--- src/rtl/pba_pkg.sv ---
package pba_pkg;
  localparam int PKT_W = 7;

  typedef enum logic [2:0] {
    OP_NOP      = 3'd0,
    OP_ALLOC    = 3'd1,
    OP_RESET    = 3'd2,
    OP_RX_DROP  = 3'd3,
    OP_RX_FREE  = 3'd4,
    OP_FREE_PKT = 3'd5,
    OP_TX_PUSH  = 3'd6,
    OP_TX_RESET = 3'd7
  } op_e;

  typedef enum logic [1:0] {
    ST_IDLE = 2'd0,
    ST_TAKE = 2'd1,
    ST_SCAN = 2'd2
  } st_e;
endpackage

--- src/rtl/pba_fifo.sv ---
module pba_fifo #(
  parameter int W     = 7,
  parameter int DEPTH = 4
) (
  input  logic         clk,
  input  logic         rst_n,
  input  logic         flush,
  input  logic         push,
  input  logic [W-1:0] din,
  input  logic         pop,
  output logic [W-1:0] dout,
  output logic         empty,
  output logic         full
);
  localparam int AW = (DEPTH > 1) ? $clog2(DEPTH) : 1;
  localparam int CW = $clog2(DEPTH + 1);

  logic [W-1:0]  mem [DEPTH];
  logic [AW-1:0] rp, wp;
  logic [CW-1:0] cnt;

  function automatic logic [AW-1:0] step(input logic [AW-1:0] p);
    return (p == AW'(DEPTH - 1)) ? '0 : p + AW'(1);
  endfunction

  always_ff @(posedge clk) begin
    if (!rst_n || flush) begin
      rp  <= '0;
      wp  <= '0;
      cnt <= '0;
    end else begin
      if (push) wp <= step(wp);
      if (pop)  rp <= step(rp);
      cnt <= cnt + CW'(push) - CW'(pop);
    end
  end

  always_ff @(posedge clk) begin
    if (push) mem[wp] <= din;
  end

  assign dout  = mem[rp];
  assign empty = (cnt == '0);
  assign full  = (cnt == CW'(DEPTH));
endmodule

--- src/rtl/pba_lowest.sv ---
module pba_lowest #(
  parameter int N  = 16,
  parameter int IW = 4
) (
  input  logic [N-1:0]  vec,
  output logic          found,
  output logic [IW-1:0] idx
);
  always_comb begin
    found = 1'b0;
    idx   = '0;
    for (int i = N - 1; i >= 0; i--) begin
      if (vec[i]) begin
        found = 1'b1;
        idx   = IW'(i);
      end
    end
  end
endmodule

--- src/rtl/pba_pool.sv ---
module pba_pool #(
  parameter int NPAGES = 16,
  parameter int PKT_W  = 7,
  parameter int IW     = 4
) (
  input  logic             clk,
  input  logic             rst_n,
  input  logic             clr_all,
  input  logic             take,
  input  logic [PKT_W-1:0] take_tag,
  input  logic             scan_en,
  input  logic [IW-1:0]    scan_idx,
  input  logic [PKT_W-1:0] scan_tag,
  output logic [IW-1:0]    low_idx,
  output logic [7:0]       free_cnt
);
  logic [NPAGES-1:0] free_map;
  logic [PKT_W-1:0]  owner [NPAGES];
  logic              any_free;
  logic              take_ok;
  logic              scan_hit;

  pba_lowest #(.N(NPAGES), .IW(IW)) u_low (
    .vec   (free_map),
    .found (any_free),
    .idx   (low_idx)
  );

  assign take_ok  = take && any_free;
  assign scan_hit = scan_en && !free_map[scan_idx] && (owner[scan_idx] == scan_tag);

  always_ff @(posedge clk) begin
    if (!rst_n || clr_all) begin
      free_map <= '1;
      free_cnt <= 8'(NPAGES);
    end else begin
      if (take_ok)  free_map[low_idx]  <= 1'b0;
      if (scan_hit) free_map[scan_idx] <= 1'b1;
      free_cnt <= free_cnt - 8'(take_ok) + 8'(scan_hit);
    end
  end

  always_ff @(posedge clk) begin
    if (take_ok) owner[low_idx] <= take_tag;
  end
endmodule

--- src/rtl/pbuf_page_alloc.sv ---
module pbuf_page_alloc #(
  parameter int NPAGES = 16,
  parameter int QDEPTH = 4
) (
  input  logic       clk,
  input  logic       rst_n,
  input  logic       cmd_we,
  input  logic [7:0] cmd_byte,
  input  logic [6:0] sel_pkt,
  input  logic [4:0] tx_reserve,
  input  logic       rx_req_valid,
  output logic       rx_req_ready,
  input  logic [4:0] rx_req_pages,
  output logic       tx_out_valid,
  input  logic       tx_out_ready,
  output logic [6:0] tx_out_pkt,
  output logic       busy,
  output logic [7:0] alloc_result,
  output logic       alloc_done,
  output logic [15:0] queue_heads,
  output logic [15:0] mem_info
);
  import pba_pkg::*;

  localparam int IW = (NPAGES > 1) ? $clog2(NPAGES) : 1;

  st_e              st;
  logic [5:0]       remain;
  logic [PKT_W-1:0] pkt_r;
  logic             first_r;
  logic             to_rx;
  logic [IW-1:0]    scan_i;
  logic [PKT_W-1:0] scan_tag;

  logic [IW-1:0]    low_idx;
  logic [7:0]       free_cnt;
  logic [PKT_W-1:0] take_tag;

  logic [PKT_W-1:0] tx_head, rx_head;
  logic             tx_empty, tx_full, rx_empty, rx_full;

  op_e        op;
  logic [5:0] need, rx_need;
  logic       idle, cmd_go, rx_go, host_fits, rx_fits;
  logic       clr_all, take, scan_en;
  logic       tx_push, tx_pop, tx_flush, rx_push, rx_pop, rx_flush;
  logic       last_take;

  assign op        = op_e'(cmd_byte[7:5]);
  assign need      = {1'b0, cmd_byte[4:0]} + 6'd1;
  assign rx_need   = {1'b0, rx_req_pages} + 6'd1;
  assign idle      = (st == ST_IDLE);
  assign cmd_go    = cmd_we && idle;
  assign rx_req_ready = idle && !cmd_we;
  assign rx_go     = rx_req_valid && rx_req_ready;
  assign host_fits = ({2'b00, need} <= free_cnt);
  assign rx_fits   = (({3'b000, rx_need} + {4'b0000, tx_reserve}) <= {1'b0, free_cnt})
                     && !rx_full;

  assign clr_all   = cmd_go && (op == OP_RESET);
  assign take      = (st == ST_TAKE);
  assign scan_en   = (st == ST_SCAN);
  assign take_tag  = first_r ? PKT_W'(low_idx) : pkt_r;
  assign last_take = take && (remain == 6'd1);

  assign tx_push  = cmd_go && (op == OP_TX_PUSH) && !tx_full;
  assign tx_flush = cmd_go && ((op == OP_RESET) || (op == OP_TX_RESET));
  assign tx_pop   = tx_out_ready && !tx_empty && !tx_flush;
  assign rx_flush = clr_all;
  assign rx_pop   = cmd_go && ((op == OP_RX_DROP) || (op == OP_RX_FREE)) && !rx_empty;
  assign rx_push  = last_take && to_rx;

  pba_pool #(.NPAGES(NPAGES), .PKT_W(PKT_W), .IW(IW)) u_pool (
    .clk      (clk),
    .rst_n    (rst_n),
    .clr_all  (clr_all),
    .take     (take),
    .take_tag (take_tag),
    .scan_en  (scan_en),
    .scan_idx (scan_i),
    .scan_tag (scan_tag),
    .low_idx  (low_idx),
    .free_cnt (free_cnt)
  );

  pba_fifo #(.W(PKT_W), .DEPTH(QDEPTH)) u_txq (
    .clk   (clk),
    .rst_n (rst_n),
    .flush (tx_flush),
    .push  (tx_push),
    .din   (sel_pkt),
    .pop   (tx_pop),
    .dout  (tx_head),
    .empty (tx_empty),
    .full  (tx_full)
  );

  pba_fifo #(.W(PKT_W), .DEPTH(QDEPTH)) u_rxq (
    .clk   (clk),
    .rst_n (rst_n),
    .flush (rx_flush),
    .push  (rx_push),
    .din   (take_tag),
    .pop   (rx_pop),
    .dout  (rx_head),
    .empty (rx_empty),
    .full  (rx_full)
  );

  always_ff @(posedge clk) begin
    if (!rst_n) begin
      st           <= ST_IDLE;
      remain       <= '0;
      pkt_r        <= '0;
      first_r      <= 1'b0;
      to_rx        <= 1'b0;
      scan_i       <= '0;
      scan_tag     <= '0;
      alloc_result <= '0;
      alloc_done   <= 1'b0;
    end else begin
      alloc_done <= 1'b0;
      case (st)
        ST_IDLE: begin
          if (cmd_go) begin
            case (op)
              OP_ALLOC: begin
                if (host_fits) begin
                  st      <= ST_TAKE;
                  remain  <= need;
                  first_r <= 1'b1;
                  to_rx   <= 1'b0;
                end else begin
                  alloc_result <= 8'h80;
                  alloc_done   <= 1'b1;
                end
              end
              OP_RX_FREE: begin
                if (!rx_empty) begin
                  st       <= ST_SCAN;
                  scan_i   <= '0;
                  scan_tag <= rx_head;
                end
              end
              OP_FREE_PKT: begin
                st       <= ST_SCAN;
                scan_i   <= '0;
                scan_tag <= sel_pkt;
              end
              default: ;
            endcase
          end else if (rx_go && rx_fits) begin
            st      <= ST_TAKE;
            remain  <= rx_need;
            first_r <= 1'b1;
            to_rx   <= 1'b1;
          end
        end
        ST_TAKE: begin
          first_r <= 1'b0;
          if (first_r) pkt_r <= PKT_W'(low_idx);
          remain <= remain - 6'd1;
          if (last_take) begin
            st <= ST_IDLE;
            if (!to_rx) begin
              alloc_result <= {1'b0, take_tag};
              alloc_done   <= 1'b1;
            end
          end
        end
        ST_SCAN: begin
          scan_i <= scan_i + IW'(1);
          if (scan_i == IW'(NPAGES - 1)) st <= ST_IDLE;
        end
        default: st <= ST_IDLE;
      endcase
    end
  end

  assign busy         = !idle;
  assign tx_out_valid = !tx_empty;
  assign tx_out_pkt   = tx_head;
  assign queue_heads  = {rx_empty, rx_empty ? 7'd0 : rx_head,
                         tx_empty, tx_empty ? 7'd0 : tx_head};
  assign mem_info     = {free_cnt, 8'(NPAGES)};
endmodule

--- config.mk ---
export PLATFORM = sky130hd
export DESIGN_NAME = pbuf_page_alloc
export DESIGN_NICKNAME = d
export VERILOG_FILES = /design/src/rtl/pba_pkg.sv /design/src/rtl/pba_fifo.sv /design/src/rtl/pba_lowest.sv /design/src/rtl/pba_pool.sv /design/src/rtl/pbuf_page_alloc.sv
export SDC_FILE = /design/constraint.sdc
export NUM_CORES = 1
export LEC_CHECK = 0
export CAP_MARGIN = 10
export CORE_MARGIN = 3
export CORE_UTILIZATION = 59
export CTS_CLUSTER_SIZE = 12
export DETAILED_ROUTE_END_ITERATION = 6
export PLACE_DENSITY = 0.89
export SYNTH_ARGS = -nofsm -noshare
export SYNTH_HDL_FRONTEND = slang
export SYNTH_SLANG_ARGS = --single-unit
--- constraint.sdc ---
create_clock -name clk -period 6 [get_ports clk]
set_clock_uncertainty 0.2 [all_clocks]
set_input_delay 1.2 -clock clk [delete_from_list [all_inputs] [get_ports clk]]
set_output_delay 1.2 -clock clk [all_outputs]
set_load 0.005 [all_outputs]
# After elaboration in Yosys (flattened, before gate mapping)
# Memory sizes are Yosys's and may differ from the RTL's. A register that Yosys moved wholly into a read port is not among the register bits.
# Cells that the tools add are included.
[totals]
ff_bits = 75
mem_bits_rw = 168
input_bits = 30
out_inout_bits = 51
elab_cells = 224
n_memories = 3
[classes]
add_sub_neg = 15
magnitude_cmp = 6
eq_ne = 35
n_mux = 99
n_bitwise = 3
n_reduce_logical = 46
[mem_list]
columns = ["name", "depth", "word_bits", "read_ports", "rd_clocked_by_memory_dff", "write_ports", "line_no", "text"]
rows = [
  ["u_pool.owner", 16, 7, 1, 1, 1, "pba_pool.sv:18", "logic [PKT_W-1:0] owner [NPAGES];"],
  ["u_rxq.mem", 4, 7, 1, 1, 1, "pba_fifo.sv:18", "logic [W-1:0] mem [DEPTH];"],
  ["u_txq.mem", 4, 7, 1, 1, 1, "pba_fifo.sv:18", ""],
]
[op_table]
columns = ["operator", "count"]
rows = [
  ["$mux W4", 20],
  ["$mux W16", 3],
  ["$mux W8", 5],
  ["$mux W1", 37],
  ["$mux W2", 14],
  ["$mux W7", 4],
  ["$mux W6", 4],
  ["$logic_and A1 B1 Y1", 20],
  ["$eq A3 B3 Y1 const B", 6],
  ["$and A16 B16 Y16", 1],
  ["$not A16 Y16", 1],
  ["$or A16 B16 Y16", 1],
  ["$pmux W4 S2", 2],
  ["$pmux W8 S2", 1],
  ["$reduce_and A4 Y1", 4],
  ["$pmux W7 S2", 1],
  ["$add A5 B1 Y6 const B", 2],
  ["$pmux W2 S3", 2],
  ["$pmux W6 S2", 1],
  ["$reduce_and A6 Y1", 2],
  ["$eq A2 B2 Y1 const B", 5],
  ["$lt A4 B5 Y1 const B", 2],
  ["$ne A2 B1 Y1 const B", 5],
  ["$logic_not A1 Y1", 9],
  ["other kinds (30)", 52],
]

# Depth between registers and ports, before layout
# Gate-level depths: netlist of run 1.
[depth]
ltp_word = 26
depth_mapped = 19
mapped_depth_nobuf = 17

# Hierarchy
# Synthesis of run 1 repeated with hierarchy kept, for this count alone.
[hier_totals]
hier_cells = 946
hier_area_um2 = 11897.7
[modules_own_cells]
columns = ["mod", "n_inst", "cells_per_inst", "area_each_um2", "seq_area_each_um2"]
rows = [
  ["pba_pool", 1, 406, 6023.3, 3843.7],
  ["pba_fifo", 2, 83, 1476.4, 1021.0],
  ["pbuf_page_alloc", 1, 341, 2742.6, 740.7],
  ["pba_lowest", 1, 33, 178.9, 0.0],
]

# Worst setup path after synthesis of run 1
# Ideal clock, no wire load.
[synth_timing]
path_kind = "input to register"
startpoint = "input port rx_req_pages[0]"
endpoint = "register remain[1]"
setup_time_ns = 0.073
arrival_time_ns = 4.292
t_required_ns = 5.727
slack_ns = 1.435
cell_stages = 15
n_path_buf = 0
path_cell_list = "ha_1 -> ha_1 -> a21o_1 -> a21oi_1 -> o21bai_1 -> a21oi_1 -> xnor2_1 -> ha_1 -> and4_1 -> a41oi_1 -> inv_1 -> a211oi_1 -> o22ai_1 -> o21bai_1 -> mux2i_1"
[synth_between]
elab_chain_len = 7
word_cells_on_any_way = 10
classes_between = "2 x add/sub; 1 x order compare; 1 x eq/ne; 3 x mux; 3 x reduce/logical"
[synth_rtl]
columns = ["element", "line_no", "text"]
rows = [
  ["start, declared", "pbuf_page_alloc.sv:13", "input logic [4:0] rx_req_pages,"],
  ["$add A5 B1 Y6 (*)", "pbuf_page_alloc.sv:51", "assign rx_need = {1'b0, rx_req_pages} + 6'd1;"],
  ["$add A6 B5 Y7", "pbuf_page_alloc.sv:57", "assign rx_fits = (({3'b000, rx_need} + {4'b0000, tx_reserve}) <= {1'b0, free_cnt})"],
  ["$le A7 B8 Y1", "pbuf_page_alloc.sv:57", ""],
  ["$logic_and A1 B1 Y1", "pbuf_page_alloc.sv:58", "&& !rx_full;"],
  ["$logic_and A1 B1 Y1", "pbuf_page_alloc.sv:152", "end else if (rx_go && rx_fits) begin"],
  ["$ne A3 B1 Y1 (no source line)", "-", ""],
  ["$reduce_and A4 Y1 (no source line)", "-", ""],
  ["end signal, assigned", "pbuf_page_alloc.sv:130", "remain <= need;"],
  ["end signal, assigned", "pbuf_page_alloc.sv:154", "remain <= rx_need;"],
  ["end signal, assigned", "pbuf_page_alloc.sv:162", "remain <= remain - 6'd1;"],
  ["end, declared", "pbuf_page_alloc.sv:28", "logic [5:0] remain;"],
]
# Mark *: on every way between the ends. The rest lies on a longest branch, timed or not. The select of a mux whose other input is x is not followed.
# A chain may end at the register's enable or synchronous reset.

# Final worst setup path of run 1
[layout_timing]
startpoint = "input port rx_req_pages[0]"
endpoint = "register remain[4]"
# The elaborated chain is that of the path after synthesis.

==> flow_summary.toml, run 1 <==
[synthesis]
synth.area.top_cells = "edfxtp_1 (44%), dfxtp_1 (14%), mux4_2 (8.9%)"
synth_edf_count = 168
synth_top_family_by_area = "multiplexers"
avgSynthCellArea_um2 = 13.1
ys_seq_area_frac = 0.579
netlist_area_um2 = 11600
synth_top_area_cell = "edfxtp_1"
synthXorXnorAreaFrac = 0.0272
yosys-mux-area-fraction = 0.123
synth_top_area_frac = 0.435
async_flop_share = 0
synth.distinct_cells = 59
synth-main-ff-cell = "edfxtp_1"
synth_compound_area_frac = 0.0643
synthAdderAreaFrac = 0.0598
synth-simple-area-share = 0.109
ys_warn_count = 0
postSynthCellCount = 884
ys_seq_elements = 251

[critical_path]
worstPathRequired_ps = 6250
worstReg2RegEnd = "u_pool.free_cnt[6]$_SDFF_PP0_"
rr_worst_depth = 19
path_class = "primary input to flop"
setup.worst_path.end_class = "flop"
crit_arrival_ps = 5180
cp-start-kind = "primary input"
worst-r2r-setup-slack_ps = 1320
crit_fanout = 8

[clock_network]
clock-root-buffer = "clkbuf_16"
cts.clk_slew.worst_paths_ps = 60
cts_num_sinks = 251
cts_tree = "built"
clock_latency_ps = 520
cts_buffer_depth = 3
cts_buffers = 26
cts_resized = 0
postCtsSetupRepairBufs = 0
hold_buffers = 0
h-tree-depth = 1

[power_and_ir_drop]
power_switching_mw = 1.33
p_int_mw = 3.39
powerDensity_nw_per_um2 = 353
combPwrFrac = 0.238
sequentialPowerShare = 0.438
switching_share = 0.281
p_leak_nw = 4.68
peakVddDrop_mv = 0.333
power.total_mw = 4.71
pwr-share-clk = 0.324

[hold_path]
hold_path_end = "alloc_result[7]$_SDFFE_PN0P_"
whs_path_depth = 2
hp-class = "flop to flop"
min_from = "alloc_result[7]$_SDFFE_PN0P_"

[grt]
overflow = 0
grt_pass1_wl_um = 41200
antenna_found_initial = 0
grt_usage = 0.243
grt_max_degree = 27
grt_pass1_vias = 7466

[die]
initial_core_util = 0.609
fp.dieW_um = 146
dieArea_um2 = 21400
coreArea_um2 = 19000
num_rows = 50
io_pins = 81
die_y_um = 146

[place]
dp_cells = 1190
dpl_worst_slack_ps = 671
place_area_um2 = 12500
port_buffers = 72
gp_congestion = 0.948
dp_hpwl_um = 17400

[finish]
nets = 1041
design_area_um2 = 13300
final_core_util = 0.702
antenna_cells = 0
drive_gt1_frac = 0.104
instances_no_fill = 1237
syn_to_final_growth_pct = 15.1

[timing]
hold_viol_final = 0
relSlewSlack = 0.238
fin_crit_ps = 4940
drv_slew = 0
setup_viol = 0
tightest_slew_ps = 1140
final.setup.worst_slack_ps = 1060
fmax_mhz = 202
holdWs_ps = 252
fin_setup_tns_ps = 0
rsz0062_at_grt = "no"
period_share = 0.823

[run_status]
outcome = "completed"

[detailed_routing]
firstDrtPassIters = 5
wl_um = 26400
wl_per_cell_um = 21.4
post-route-drc-count = 0
num_vias = 7609
antenna_left = 0
routed_via_density = 6.15
detail_route.iter0.violations = 870

[job]
maxCapViolations = 0
## layer usage
| layer | GRT usage | wire length, um | vias up |
|---|---|---|---|
| li1 | - | - | 3411 |
| met1 | 0.321 | 10100 | 3716 |
| met2 | 0.412 | 13100 | 407 |
| met3 | 0.0459 | 2420 | 75 |
| met4 | 0.0720 | 764 | 0 |
| met5 | 0 | 0 | - |
## layout by cell type, fill, tap and decap left out, types with 8 or more instances in the layout
cell type          n
inv_1             45
nand3_1           27
xnor2_1           18
xor2_1            18
a211oi_1          12
and2_1            25
clkbuf_1          14
edfxtp_1         168
nand4_1           11
nor3_1            14
clkdlybuf4s50_1   72
buf_4             17
clkbuf_16         27
mux4_2            46
mux2i_1           37
a21oi_1           20
nor2_1            81
ha_1              49
nand2_1           43
dfxtp_1           83
o21ai_0           16
conb_1             8
nor2b_1           19
## power groups by stage
stage               combinational [mW]  sequential [mW]  clock, mW
global placement                  1.06             2.09          0
CTS                               1.12             2.06       1.54
detailed placement                1.10             2.10          0
finish                            1.12             2.06       1.53
global route                      1.24             2.08       1.61
floorplan                        0.770             2.06          0
## synthesized netlist by cell type, drive strengths merged, types with 5 or more instances
cell type  instances
o21a               7
nor3              15
o31ai              6
nor4               6
inv               45
o21ai             19
dfxtp             83
edfxtp           168
ha                49
xnor2             18
a21oi             20
nor2              81
and3               7
o211ai             7
nand3             27
nand2             43
and2              25
nor2b             20
a211oi            12
a21o               6
xor2              18
nand4             11
mux2i             37
o21bai             7
buf               23
mux4              46
nand3b             5
clkbuf            26
## cell families (layout without fill, tap and decap cells)
| group | Yosys count | in the layout |
|---|---|---|
| AO/OA/AOI/OAI | 108 | 108 |
| XOR/XNOR | 36 | 36 |
| adder cells (fa/ha/maj) | 53 | 53 |
| buffers and inverters | 94 | 181 |
| flip-flops | 251 | 251 |
| multiplexers | 85 | 85 |
| other | 2 | 8 |
| AND/OR/NAND/NOR | 255 | 255 |
## how the worst max path moves through the flow
stage,from,endpoint
6_report,rx_req_pages[0],remain[4]$_SDFFE_PN0P_
5_1_grt,rx_req_pages[0],remain[5]$_SDFFE_PN0P_
4_1_cts,rx_req_pages[0],remain[4]$_SDFFE_PN0P_
3_5_place_dp,rx_req_pages[0],remain[4]$_SDFFE_PN0P_
3_3_place_gp,rx_req_pages[0],remain[5]$_SDFFE_PN0P_
2_1_floorplan,rx_req_pages[0],remain[1]$_SDFFE_PN0P_
## cell type report
cell class	instances	area, um^2
clock buffers	43	756
clock inverters	4	47.5
fillers	1236	5680
inverters	45	169
multi-input cells	545	4490
flip-flops and latches	251	6710
well taps	260	325
repair buffers	89	848
## state kept, by name, summed over array words and instances, names as in the netlist, named ones only
name / flops
u_pool.owner: 112
u_rxq.mem: 28
u_txq.mem: 28
u_pool.free_map: 16
alloc_result: 8
u_pool.free_cnt: 8
pkt_r: 7
scan_tag: 7
remain: 6
scan_i: 4
u_rxq.cnt: 3
u_txq.cnt: 3
st: 2
u_rxq.rp: 2
u_rxq.wp: 2
u_txq.rp: 2
u_txq.wp: 2
alloc_done: 1
first_r: 1
to_rx: 1
## critical path, cell delays in order
cell and delay (ps):
clkdlybuf4s50_1 500, ha_1 200, xor2_1 270, ha_1 320, a21oi_1 250, o21bai_1 100, a21oi_1 190, xnor2_1 150
ha_1 270, and4_1 200, a41oi_1 280, inv_1 80, a211oi_1 430, o22ai_1 190, o21bai_1 160, buf_4 200
mux2i_1 190
Power figures use the tool's default switching activity.
==> run 2, diff against run 1 <==
==> constraint.sdc (replaced) <==
create_clock -name clk -period 5.2 [get_ports clk]
set_clock_uncertainty 0.2 [all_clocks]
set_input_delay 1.04 -clock clk [delete_from_list [all_inputs] [get_ports clk]]
set_output_delay 1.04 -clock clk [all_outputs]
set_load 0.005 [all_outputs]
==> flow_summary.toml, run 2 (synthesis results as in run 1) <==
[run_status]
outcome = "completed"

[grt]
grt_pass1_vias = 7551
grt_max_degree = 27
antenna_found_initial = 0
grt_use_met1 = 0.330
grt_use_met3 = 0.0410
grt_pass1_wl_um = 41200
grt_usage = 0.243
overflow = 0
gr-usage-met2 = 0.413
top_usage_layer = "met2"

[clock_network]
hold_buffers = 0
postCtsSetupRepairBufs = 0
cts_buffers = 26
cts_num_sinks = 251
h-tree-depth = 1
clock-root-buffer = "clkbuf_16"
clock_latency_ps = 540
cts_buffer_depth = 3
cts_resized = 0
cts.clk_slew.worst_paths_ps = 60
cts_tree = "built"

[power_and_ir_drop]
powerDensity_nw_per_um2 = 404
p_leak_nw = 4.68
power.total_mw = 5.39
peakVddDrop_mv = 0.379

[critical_path]
rr_worst_depth = 18
worst-r2r-setup-slack_ps = 750
cp-start-kind = "primary input"
crit_chain = "clkdlybuf4s50_1 -> ha_1 -> fa_1 -> a21oi_1 -> nor2_1 -> nor2_1 -> nor2b_1 -> o21a_1 -> ha_1 -> and4_1 -> a41oi_1 -> inv_1 -> a211oi_1 -> o22ai_1 -> o21bai_1 -> buf_4 -> mux2i_1"
setup.worst_path.end_class = "flop"
path_depth = 17
worstReg2RegEnd = "u_pool.free_cnt[6]$_SDFF_PP0_"
crit_slowest_cell = "clkdlybuf4s50_1"
worstPathRequired_ps = 5460
cpPeakStageDelay_ps = 460
crit_arrival_ps = 4940
cp_num_buf_inv = 3
crit_fanout = 4
path_class = "primary input to flop"
critPathTopFamily = "compound AO/OA/AOI/OAI gates"

[finish]
largest-register = "u_pool.owner"
largest_register_ffs = 112
final_core_util = 0.701
antenna_cells = 0
instances_no_fill = 1243
design_area_um2 = 13300
drive_gt1_frac = 0.108
final_cell_mix = "edfxtp_1 (168), dfxtp_1 (83), nor2_1 (81)"
reg.largest.list = "u_pool.owner x112, u_rxq.mem x28, u_txq.mem x28"
syn_to_final_growth_pct = 15.0
nets = 1047
final_common_cell = "edfxtp_1"

[hold_path]
whs_path_depth = 2
min_from = "alloc_result[7]$_SDFFE_PN0P_"
hp-class = "flop to flop"
hold_path_end = "alloc_result[7]$_SDFFE_PN0P_"

[timing]
period_share = 0.901
relSlewSlack = 0.207
hold_viol_final = 0
fin_setup_tns_ps = 0
fmax_mhz = 214
rsz0062_at_grt = "no"
fin_crit_ps = 4680
tightest_slew_ps = 1180
setup_viol = 0
drv_slew = 0

[die]
die_y_um = 146
fp.dieW_um = 146
io_pins = 81
initial_core_util = 0.609
num_rows = 50
coreArea_um2 = 19000
dieArea_um2 = 21400

[detailed_routing]
wl_per_cell_um = 21.1
post-route-drc-count = 0
antenna_left = 0
wl_um = 26300
detail_route.iter0.violations = 851
firstDrtPassIters = 5
num_vias = 7494
routed_via_density = 6.03

[job]
maxCapViolations = 0

[place]
dp_cells = 1195
place_area_um2 = 12600
dp_hpwl_um = 17800
gp_congestion = 0.930
port_buffers = 72
==> run 2: per-layer routing <==
layer | wire length (um) | part of all wire
met5 | 0 | 0
met1 | 10500 | 0.40
met2 | 13100 | 0.50
met3 | 1960 | 0.075
met4 | 695 | 0.026
==> run 2: through the flow <==
step / setup WS, ps / hold slack [ps]
6_report: 517 / 240
5_1_grt: 262 / 278
4_1_cts: 549 / 244
3_5_place_dp: 14.9 / 234
3_3_place_gp: 220 / 233
2_1_floorplan: 795 / 234
==> run 2: worst max-delay path by stage <==
stage	from	endpoint
after CTS	rx_req_pages[0]	remain[1]$_SDFFE_PN0P_
final	rx_req_pages[0]	remain[1]$_SDFFE_PN0P_
after global placement	rx_req_pages[0]	remain[1]$_SDFFE_PN0P_
after global routing	rx_req_pages[0]	remain[1]$_SDFFE_PN0P_
after floorplan	rx_req_pages[0]	remain[1]$_SDFFE_PN0P_
after detailed placement	rx_req_pages[0]	remain[1]$_SDFFE_PN0P_
==> run 2: cell type report <==
type	instances	area [um^2]
clock inverters	6	46.3
inverters	45	169
repair buffers	95	893
flip-flops and latches	251	6710
fillers	1256	5690
multi-input cells	545	4480
clock buffers	41	711
well taps	260	325
==> run 2: report_power, final <==
group / internal (mW) / switching (mW)
logic: 0.624 / 0.703
registers: 2.27 / 0.117
clock network: 0.941 / 0.739
total: 3.83 / 1.56
==> run 2: tightest hold or removal path, cell delays in order (launching register included) <==
cell and delay, ps:
dfxtp_1 310, inv_1 50, a21oi_1 50
